--- src/rtl/csc_pkg.sv ---
package csc_pkg;

    typedef enum logic [2:0] {
        ST_IDLE,
        ST_RX_CARRIER,
        ST_TX_CARRIER,
        ST_SQE_WAIT,
        ST_SQE_PULSE,
        ST_INHIBIT,
        ST_ABORT
    } seq_state_t;

    typedef enum logic [1:0] {
        DET_IDLE,
        DET_ARMED,
        DET_ACTIVE
    } det_state_t;

endpackage

--- src/rtl/csc_coll_detect.sv ---
module csc_coll_detect
    import csc_pkg::*;
#(
    parameter int GAP_CYC = 4
) (
    input  logic clk,
    input  logic rst_n,
    input  logic tone_i,
    input  logic clr_i,
    output logic present_o
);
    localparam int GW = $clog2(GAP_CYC + 1);
    localparam logic [GW-1:0] GAP_LAST = GW'(GAP_CYC - 1);

    det_state_t det_q, det_d;
    logic [GW-1:0] gap_q, gap_d;
    logic tone_q;
    logic tone_edge;

    assign tone_edge = tone_i ^ tone_q;

    // next state
    always_comb begin
        det_d = det_q;
        if (clr_i) begin
            det_d = DET_IDLE;
        end else begin
            unique case (det_q)
                DET_IDLE:   if (tone_edge) det_d = DET_ARMED;
                DET_ARMED: begin
                    if (tone_edge)               det_d = DET_ACTIVE;
                    else if (gap_q == GAP_LAST)  det_d = DET_IDLE;
                end
                DET_ACTIVE: if (!tone_edge && gap_q == GAP_LAST) det_d = DET_IDLE;
                default:    det_d = DET_IDLE;
            endcase
        end
    end

    always_comb begin
        if (tone_edge || clr_i)    gap_d = '0;
        else if (gap_q < GAP_LAST) gap_d = gap_q + 1'b1;
        else                       gap_d = gap_q;
    end

    // state register
    always_ff @(posedge clk) begin
        if (!rst_n) begin
            det_q  <= DET_IDLE;
            gap_q  <= '0;
            tone_q <= 1'b0;
        end else begin
            det_q  <= det_d;
            gap_q  <= gap_d;
            tone_q <= tone_i;
        end
    end

    // outputs
    always_comb begin
        unique case (det_q)
            DET_ACTIVE: present_o = 1'b1;
            default:    present_o = 1'b0;
        endcase
    end

    // one edge alone can never reach the active state
    p_two_edges_r4: assert property (@(posedge clk) disable iff (!rst_n)
        (det_q == DET_IDLE) |=> (det_q != DET_ACTIVE));

    // an armed detector with no edge at the gap limit falls back to idle
    p_armed_timeout_r4: assert property (@(posedge clk) disable iff (!rst_n)
        (det_q == DET_ARMED && gap_q == GAP_LAST && !tone_edge && !clr_i)
        |=> (det_q == DET_IDLE));

endmodule

--- src/rtl/csc_seq.sv ---
module csc_seq
    import csc_pkg::*;
#(
    parameter int INHIBIT_CYC = 90,
    parameter int SQE_DLY     = 11,
    parameter int SQE_WID     = 13
) (
    input  logic clk,
    input  logic rst_n,
    input  logic act_i,
    input  logic tx_i,
    input  logic loop_i,
    input  logic abort_i,
    output logic carrier_o,
    output logic sqe_o
);
    localparam int CW = $clog2(INHIBIT_CYC + 1);
    localparam logic [CW-1:0] INH_LAST  = CW'(INHIBIT_CYC - 1);
    localparam logic [CW-1:0] SQE_START = CW'(SQE_DLY - 1);
    localparam logic [CW-1:0] SQE_LAST  = CW'(SQE_DLY + SQE_WID - 1);

    seq_state_t state_q, state_d;
    logic [CW-1:0] cnt_q, cnt_d;
    logic in_post_q, in_post_d;

    // next state
    always_comb begin
        state_d = state_q;
        unique case (state_q)
            ST_IDLE: begin
                if (abort_i)    state_d = ST_ABORT;
                else if (act_i) state_d = tx_i ? ST_TX_CARRIER : ST_RX_CARRIER;
            end
            ST_RX_CARRIER: begin
                if (abort_i)     state_d = ST_ABORT;
                else if (!act_i) state_d = ST_IDLE;
                else if (tx_i)   state_d = ST_TX_CARRIER;
            end
            ST_TX_CARRIER: begin
                if (abort_i)     state_d = ST_ABORT;
                else if (!act_i) state_d = loop_i ? ST_SQE_WAIT : ST_INHIBIT;
            end
            ST_SQE_WAIT:  if (cnt_q == SQE_START) state_d = ST_SQE_PULSE;
            ST_SQE_PULSE: if (cnt_q == SQE_LAST)  state_d = ST_INHIBIT;
            ST_INHIBIT: begin
                if (cnt_q == INH_LAST) begin
                    if (abort_i)    state_d = ST_ABORT;
                    else if (act_i) state_d = tx_i ? ST_TX_CARRIER : ST_RX_CARRIER;
                    else            state_d = ST_IDLE;
                end
            end
            ST_ABORT: if (!tx_i && !abort_i) state_d = ST_INHIBIT;
            default:  state_d = ST_IDLE;
        endcase
    end

    always_comb begin
        in_post_q = (state_q == ST_SQE_WAIT) || (state_q == ST_SQE_PULSE) ||
                    (state_q == ST_INHIBIT);
        in_post_d = (state_d == ST_SQE_WAIT) || (state_d == ST_SQE_PULSE) ||
                    (state_d == ST_INHIBIT);
        cnt_d = (in_post_q && in_post_d) ? cnt_q + 1'b1 : '0;
    end

    // state register
    always_ff @(posedge clk) begin
        if (!rst_n) begin
            state_q <= ST_IDLE;
            cnt_q   <= '0;
        end else begin
            state_q <= state_d;
            cnt_q   <= cnt_d;
        end
    end

    // outputs
    always_comb begin
        carrier_o = 1'b0;
        sqe_o     = 1'b0;
        unique case (state_q)
            ST_RX_CARRIER, ST_TX_CARRIER: carrier_o = 1'b1;
            ST_SQE_PULSE:                 sqe_o     = 1'b1;
            default: ;
        endcase
    end

    // carrier stays off through the window until its last cycle
    p_inhibit_hold_r3: assert property (@(posedge clk) disable iff (!rst_n)
        (in_post_q && cnt_q < INH_LAST) |=> !carrier_o);

    // a reception that ends returns straight to idle
    p_rx_no_inhibit_r2: assert property (@(posedge clk) disable iff (!rst_n)
        (state_q == ST_RX_CARRIER && !act_i && !abort_i) |=> (state_q == ST_IDLE));

    // the test pulse never starts before the delay has run out
    p_sqe_delay_r7: assert property (@(posedge clk) disable iff (!rst_n)
        (state_q == ST_SQE_WAIT) |-> (cnt_q < CW'(SQE_DLY)));

    // the test pulse holds until its full width
    p_sqe_width_r7: assert property (@(posedge clk) disable iff (!rst_n)
        (sqe_o && cnt_q < SQE_LAST) |=> sqe_o);

    // an abort never lets carrier through on the next cycle
    p_abort_drop_r8: assert property (@(posedge clk) disable iff (!rst_n)
        abort_i |=> !carrier_o);

endmodule

--- src/rtl/csc_polarity.sv ---
module csc_polarity #(
    parameter int W = 2
) (
    input  logic         invert_i,
    input  logic [W-1:0] active_i,
    output logic [W-1:0] pin_o
);
    for (genvar b = 0; b < W; b++) begin : g_bit
        assign pin_o[b] = active_i[b] ^ invert_i;
    end
endmodule

--- src/rtl/carrier_sense_ctrl.sv ---
module carrier_sense_ctrl #(
    parameter int INHIBIT_CYC = 90,
    parameter int SQE_DLY     = 11,
    parameter int SQE_WID     = 13,
    parameter int GAP_CYC     = 4
) (
    input  logic clk,
    input  logic rst_n,
    input  logic rx_active,
    input  logic tx_active,
    input  logic coll_tone,
    input  logic wdog_abort,
    input  logic loopback,
    input  logic invert_pol,
    output logic crs_pin,
    output logic coll_pin
);
    logic coll_present;
    logic activity;
    logic carrier;
    logic sqe;
    logic coll_act;
    logic [1:0] pins;

    csc_coll_detect #(.GAP_CYC(GAP_CYC)) i_detect (
        .clk      (clk),
        .rst_n    (rst_n),
        .tone_i   (coll_tone),
        .clr_i    (loopback),
        .present_o(coll_present)
    );

    assign activity = loopback ? tx_active : (rx_active | coll_present);

    csc_seq #(
        .INHIBIT_CYC(INHIBIT_CYC),
        .SQE_DLY    (SQE_DLY),
        .SQE_WID    (SQE_WID)
    ) i_seq (
        .clk      (clk),
        .rst_n    (rst_n),
        .act_i    (activity),
        .tx_i     (tx_active),
        .loop_i   (loopback),
        .abort_i  (wdog_abort),
        .carrier_o(carrier),
        .sqe_o    (sqe)
    );

    assign coll_act = sqe | (~loopback & coll_present);

    csc_polarity #(.W(2)) i_pol (
        .invert_i(invert_pol),
        .active_i({coll_act, carrier}),
        .pin_o   (pins)
    );

    assign crs_pin  = pins[0];
    assign coll_pin = pins[1];

    // loopback clears the collision detector
    p_lb_clears_r6: assert property (@(posedge clk) disable iff (!rst_n)
        loopback |=> !coll_present);

    // in loopback with transmit idle, carrier is off next cycle
    p_lb_no_rx_r6: assert property (@(posedge clk) disable iff (!rst_n)
        (loopback && !tx_active) |=> !carrier);

endmodule

--- config.mk ---
export PLATFORM = sky130hd
export DESIGN_NAME = carrier_sense_ctrl
export DESIGN_NICKNAME = d
export VERILOG_FILES = /design/src/rtl/csc_pkg.sv /design/src/rtl/csc_coll_detect.sv /design/src/rtl/csc_seq.sv /design/src/rtl/csc_polarity.sv /design/src/rtl/carrier_sense_ctrl.sv
export SDC_FILE = /design/constraint.sdc
export NUM_CORES = 1
export LEC_CHECK = 0
export BUFFER_PORTS_ARGS = -buffer_cell sky130_fd_sc_hd__buf_2
export CORE_MARGIN = 3
export CORE_UTILIZATION = 55
export CTS_CLUSTER_SIZE = 12
export DETAILED_ROUTE_END_ITERATION = 8
export GPL_ROUTABILITY_DRIVEN = 0
export PLACE_DENSITY = 0.75
export SETUP_SLACK_MARGIN = 0.3
export SLEW_MARGIN = 20
export SYNTH_ARGS = -nofsm -noshare
export SYNTH_HDL_FRONTEND = slang
export SYNTH_SLANG_ARGS = --single-unit
--- constraint.sdc ---
create_clock -name clk -period 3.3 [get_ports clk]
set_input_delay 0.825 -clock clk [delete_from_list [all_inputs] [get_ports clk]]
set_output_delay 0.825 -clock clk [all_outputs]
set_load 0.02 [all_outputs]
# ---- Word level (Yosys, flattened, before mapping)
# Index checks and enable logic that the tools add are counted.
dict set report word_totals {
  in_bits 8
  out_inout_bits 2
  regBits 16
  word_cells 77
}
dict set report op_classes {
  bitwise 8
  addsub 2
  reduce_logical 18
  magnitude_cmp 1
  n_eq_ne 18
  n_mux 25
}
# operator n
set ops {}
lappend ops {{3-bit 2-to-1 mux} 14}
lappend ops {{3-bit case mux with 7 select lines} 1}
lappend ops {{3-bit == test (second input constant)} 5}
lappend ops {{3-bit by 2-bit == test with 1-bit output (second input constant)} 4}
lappend ops {{2-bit 2-to-1 mux} 5}
lappend ops {{7-bit by 1-bit adder with 7-bit output (second input constant)} 1}
lappend ops {{7-bit by 4-bit == test with 1-bit output (second input constant)} 1}
lappend ops {{7-bit by 5-bit == test with 1-bit output (second input constant)} 1}
lappend ops {{7-bit == test (second input constant)} 1}
lappend ops {{2-bit case mux with 3 select lines} 1}
lappend ops {{2-bit OR reduction} 3}
lappend ops {{1-bit logical OR} 5}
lappend ops {{1-bit 2-to-1 mux} 4}
lappend ops {{2-bit by 1-bit inequality test with 1-bit output (second input constant)} 2}
lappend ops {{3-bit by 1-bit adder with 3-bit output (second input constant)} 1}
lappend ops {{3-bit by 1-bit == test with 1-bit output (second input constant)} 1}
lappend ops {{1-bit logical AND} 3}
lappend ops {{1-bit zero test} 3}
lappend ops {{3-bit zero test} 1}
lappend ops {{3-bit by 2-bit < comparator with 1-bit output (second input constant)} 1}
lappend ops {{3-bit by 1-bit inequality test with 1-bit output (second input constant)} 1}
lappend ops {{3-bit AND reduction} 1}
lappend ops {{1-bit bitwise XOR} 3}
lappend ops {{2-bit by 1-bit == test with 1-bit output (second input constant)} 1}
lappend ops {{other kinds (6)} 8}

# ---- Logic depth before layout (Yosys ltp)
dict set report logic_depth {
  ltp_word 13
  ltp_mapped 7
  ltp_nobuf 7
}

# ---- Hierarchy
# A second synthesis with hierarchy kept.
dict set report hier_totals {
  hier_cells 122
  area_unflattened_um2 1032.2
}
# module instances area_per_inst_um2 cells_per_inst
set modules_own_cells {}
lappend modules_own_cells {csc_seq 1 701.9 86}
lappend modules_own_cells {csc_coll_detect 1 289.0 29}
lappend modules_own_cells {carrier_sense_ctrl 1 23.8 5}
lappend modules_own_cells {csc_polarity 1 17.5 2}

# ---- Least setup slack after synthesis
# No wires, ideal clock.
dict set report synth_path {
  path_kind {input-to-output}
  start {input loopback}
  end {output coll_pin}
  t_required_ns 2.475
  cell_stages 2
  path_slack_ns 1.102
  arrival_time_ns 1.373
  cell_sequence {o22ai_1 > xor2_1}
}
dict set report synth_via {
  elab_chain_cells 4
}
# element line_no
set synth_lines {}
lappend synth_lines {{start: declaration} carrier_sense_ctrl.sv:13} ;# input logic loopback,
lappend synth_lines {{1-bit NOT} carrier_sense_ctrl.sv:50} ;# assign coll_act = sqe | (~loopback & coll_present);
lappend synth_lines {{1-bit AND} carrier_sense_ctrl.sv:50}
lappend synth_lines {{1-bit OR} carrier_sense_ctrl.sv:50}
lappend synth_lines {{1-bit bitwise XOR} csc_polarity.sv:9} ;# assign pin_o[b] = active_i[b] ^ invert_i;
lappend synth_lines {{end: declaration} carrier_sense_ctrl.sv:16} ;# output logic coll_pin
# No other way between the ends.

# ---- Worst setup path in the final report
dict set report layout_path {
  start {register i_seq.state_q[1]}
  end {output crs_pin}
}
dict set report layout_via {
  elab_chain_cells 4
}
# element line_no
set layout_lines {}
lappend layout_lines {{start: declaration} csc_seq.sv:22} ;# seq_state_t state_q, state_d;
lappend layout_lines {{start signal: assignment} csc_seq.sv:71} ;# state_q <= state_d;
lappend layout_lines {{3-bit by 1-bit == test with 1-bit output / 3-bit by 2-bit == test with 1-bit output (equally long branches)} csc_seq.sv:80} ;# unique case (state_q)
lappend layout_lines {{2-bit OR reduction (*)} csc_seq.sv:80}
lappend layout_lines {{1-bit 2-to-1 mux (*)} csc_seq.sv:80}
lappend layout_lines {{1-bit bitwise XOR (*)} csc_polarity.sv:9}
lappend layout_lines {{end: declaration} carrier_sense_ctrl.sv:15} ;# output logic crs_pin,
# Mark *: on every way between the ends. The rest lies on a longest branch, timed or not.

==> metrics.yaml <==
status:
  status: "finished clean"
routing:
  drt_iter0_markers: 12
  via_per_inst: 5.74
  vias: 855
  ant_nets: 0
  post_drt_wl_per_cell_um: 12.5
  drtPass1Iterations: 4
  drcViolationCount: 0
  wirelength_um: 1870
place:
  io_buffers: 9
  dpl.cell_count: 146
  placed_area_um2: 1060
  dp_hpwl_um: 1430
  place_worst_setup_slack_ns: 0.960
sta:
  setup_ws_ns: 0.893
  max_freq_mhz: 415
  setup_viol_count_final: 0
  skew_ns: 0.00397
  period_share: 0.730
  setup_tns_ns: 0
  slew_headroom: 0.629
  final-hold-violation-count: 0
  holdWs_ns: 0.446
  tightest_slew_ns: 0.555
  rsz0062_at_grt: "false"
  drv_slew: 0
  period_needed_ns: 2.41
global_routing:
  grt_pass1_wl_um: 3480
  grt_overflow: 0
  grt_max_degree: 14
  grt_usage: 0.179
  antenna_found_initial: 0
  grt_pass1_vias: 804
clocking:
  clock_sinks: 16
  cts_buffer_depth: 2
  numCtsBuffers: 3
  cts_root_buf: "clkbuf_4"
  cts_resized: 0
  cts_hold_buf: 0
  post-cts-setup-buffers: 0
  htree_num_levels: 1
  cts_tree: "built"
  clkTransAtPathRegs_ns: 0.08
  clkLatencyLatePin_ns: 0.28
yosys:
  ys_types: 40
  synthMuxAreaShare: 0
  synth_compound_area_frac: 0.157
  synth_edf_count: 0
  synth_area_um2: 1010
  ys.flop_type: "dfxtp_1"
  synth_area_leaders: "dfxtp_1 32%, ha_1 6.2%, xor2_1 5.2%"
  synth_top_family_by_area: "simple AND/OR/NAND/NOR gates"
  synth_top_area_cell: "dfxtp_1"
  yosys.area_share.simple: 0.350
  ys_seq_area_frac: 0.318
  syn_avg_cell_area_um2: 8.67
  syn_inst: 116
  yosysWarnings: 0
  synth-async-reset-ratio: 0
  synth_nets: 129
  synth_top_area_frac: 0.318
  ys_ff_latch: 16
  synth_common_cells: "16 x dfxtp_1, 9 x nor2_1, 8 x a21oi_1, 8 x nand2_1"
  synth.most_common_cell: "dfxtp_1"
  synthXorXnorAreaFrac: 0.0697
  synth_adder_area_share: 0.0622
cells_and_area:
  stdcell_count: 149
  insertedDiodeCount: 0
  nFillCells: 150
  drive_gt1_frac: 0.128
  layout-area-overhead-vs-synth_pct: 7.59
  layout.nets: 140
  final_cell_area_um2: 1080
  final_util: 0.672
setup_path:
  cp-end-kind: "output pin"
  cp_max_fo: 10
  reg2reg_to: "i_seq.cnt_q[4]$_SDFF_PN0_"
  rr_worst_depth: 6
  reg2reg_from: "i_seq.cnt_q[0]$_SDFF_PN0_"
  critPathArrivalTime_ns: 1.58
  crit_path_start_kind: "flip-flop"
  critPathKind: "reg2out"
  crit_slowest_cell: "dfxtp_1"
  ff2ff_setup_slack_ns: 1.30
  critical_path.cell_chain: "or2b_1 -> a21oi_1 -> xor2_1 -> buf_2"
  max_stage_delay_ns: 0.50
  critPathRequiredTime_ns: 2.47
power_and_ir_drop:
  power_leakage_nw: 0.404
  power_density_nw_per_um2: 354
  finalPower_uw: 383
  peakVddDrop_mv: 0.209
floorplan:
  core_area_um2: 1610
  die_w_um: 48.8
  io_pins: 10
  rows: 14
  die_area_um2: 2380
  start_util: 0.624
  die_h_um: 48.8
job:
  cap_violations: 0
worst_hold_path:
  min_to: "i_detect.det_q[0]$_SDFFE_PP0P_"
  timing.hold.worst_path_depth: 1
  worstHoldStart: "i_detect.det_q[1]$_SDFFE_PP0P_"
  min_path_type: "reg2reg"
[report_power, final]
part | internal [mW] | switching, mW | total [mW]
registers | 0.200 | 0.0120 | 0.212
logic | 0.0310 | 0.0427 | 0.0737
clock network | 0.0424 | 0.0551 | 0.0975
total | 0.273 | 0.110 | 0.383
[sequential cells by signal, summed over array words and instances (netlist names)]
register and flops:
i_seq.cnt_q 7, i_detect.det_q 2, i_detect.gap_q 3, i_detect.tone_q 1
i_seq.state_q 3
[worst max-delay path by stage]
stage	endpoint	slack [ns]	startpoint
2_1_floorplan	coll_pin	1.10	loopback
3_3_place_gp	coll_pin	1.01	loopback
3_5_place_dp	coll_pin	0.96	loopback
4_1_cts	crs_pin	0.89	i_seq.state_q[1]$_SDFF_PN0_
5_1_grt	crs_pin	0.80	i_seq.state_q[1]$_SDFF_PN0_
6_report	crs_pin	0.89	i_seq.state_q[1]$_SDFF_PN0_
[layout make-up]
type                            count  area, µm²  area share
Tap cell                           24       30.0      0.0277
Inverter                            6       22.5      0.0208
Timing Repair Buffer                9       45.0      0.0416
Sequential cell                    16        320       0.296
Clock buffer                        3       22.5      0.0208
Multi-Input combinational cell     91        642       0.593
[layer usage]
layer	share of wire	global-route usage	vias up
met5	0	0	-
met4	0.017	0.0664	0
met3	0.054	0.0460	6
met2	0.44	0.258	19
met1	0.48	0.253	373
li1	-	-	457
[worst max-delay path, delay by kind of cell (launching register included)]
kind / cells / cell delay (ns)
simple gates: 1 / 0.31
compound gates: 1 / 0.17
buf+inv: 1 / 0.17
xor+xnor: 1 / 0.14
flops: 1 / 0.50
[cells in the final DEF, fill, tap and decap left out, drive strengths merged, types with 3 or more instances in the layout]
cell type / count
nor3b: 4
ha: 5
nor4: 6
nand2: 8
clkbuf: 3
xor2: 6
nor2: 9
dfxtp: 16
nor2b: 3
o21ai: 5
a21oi: 8
inv: 6
buf: 9
[logic make-up after synthesis]
logic type / Yosys count
and+or+nand+nor: 54
AOI/OAI and AO/OA: 24
DFF: 16
buffers and inverters: 9
xor gates and xnor gates: 8
adders and majority gates: 5
Power figures use the tool's default switching activity.
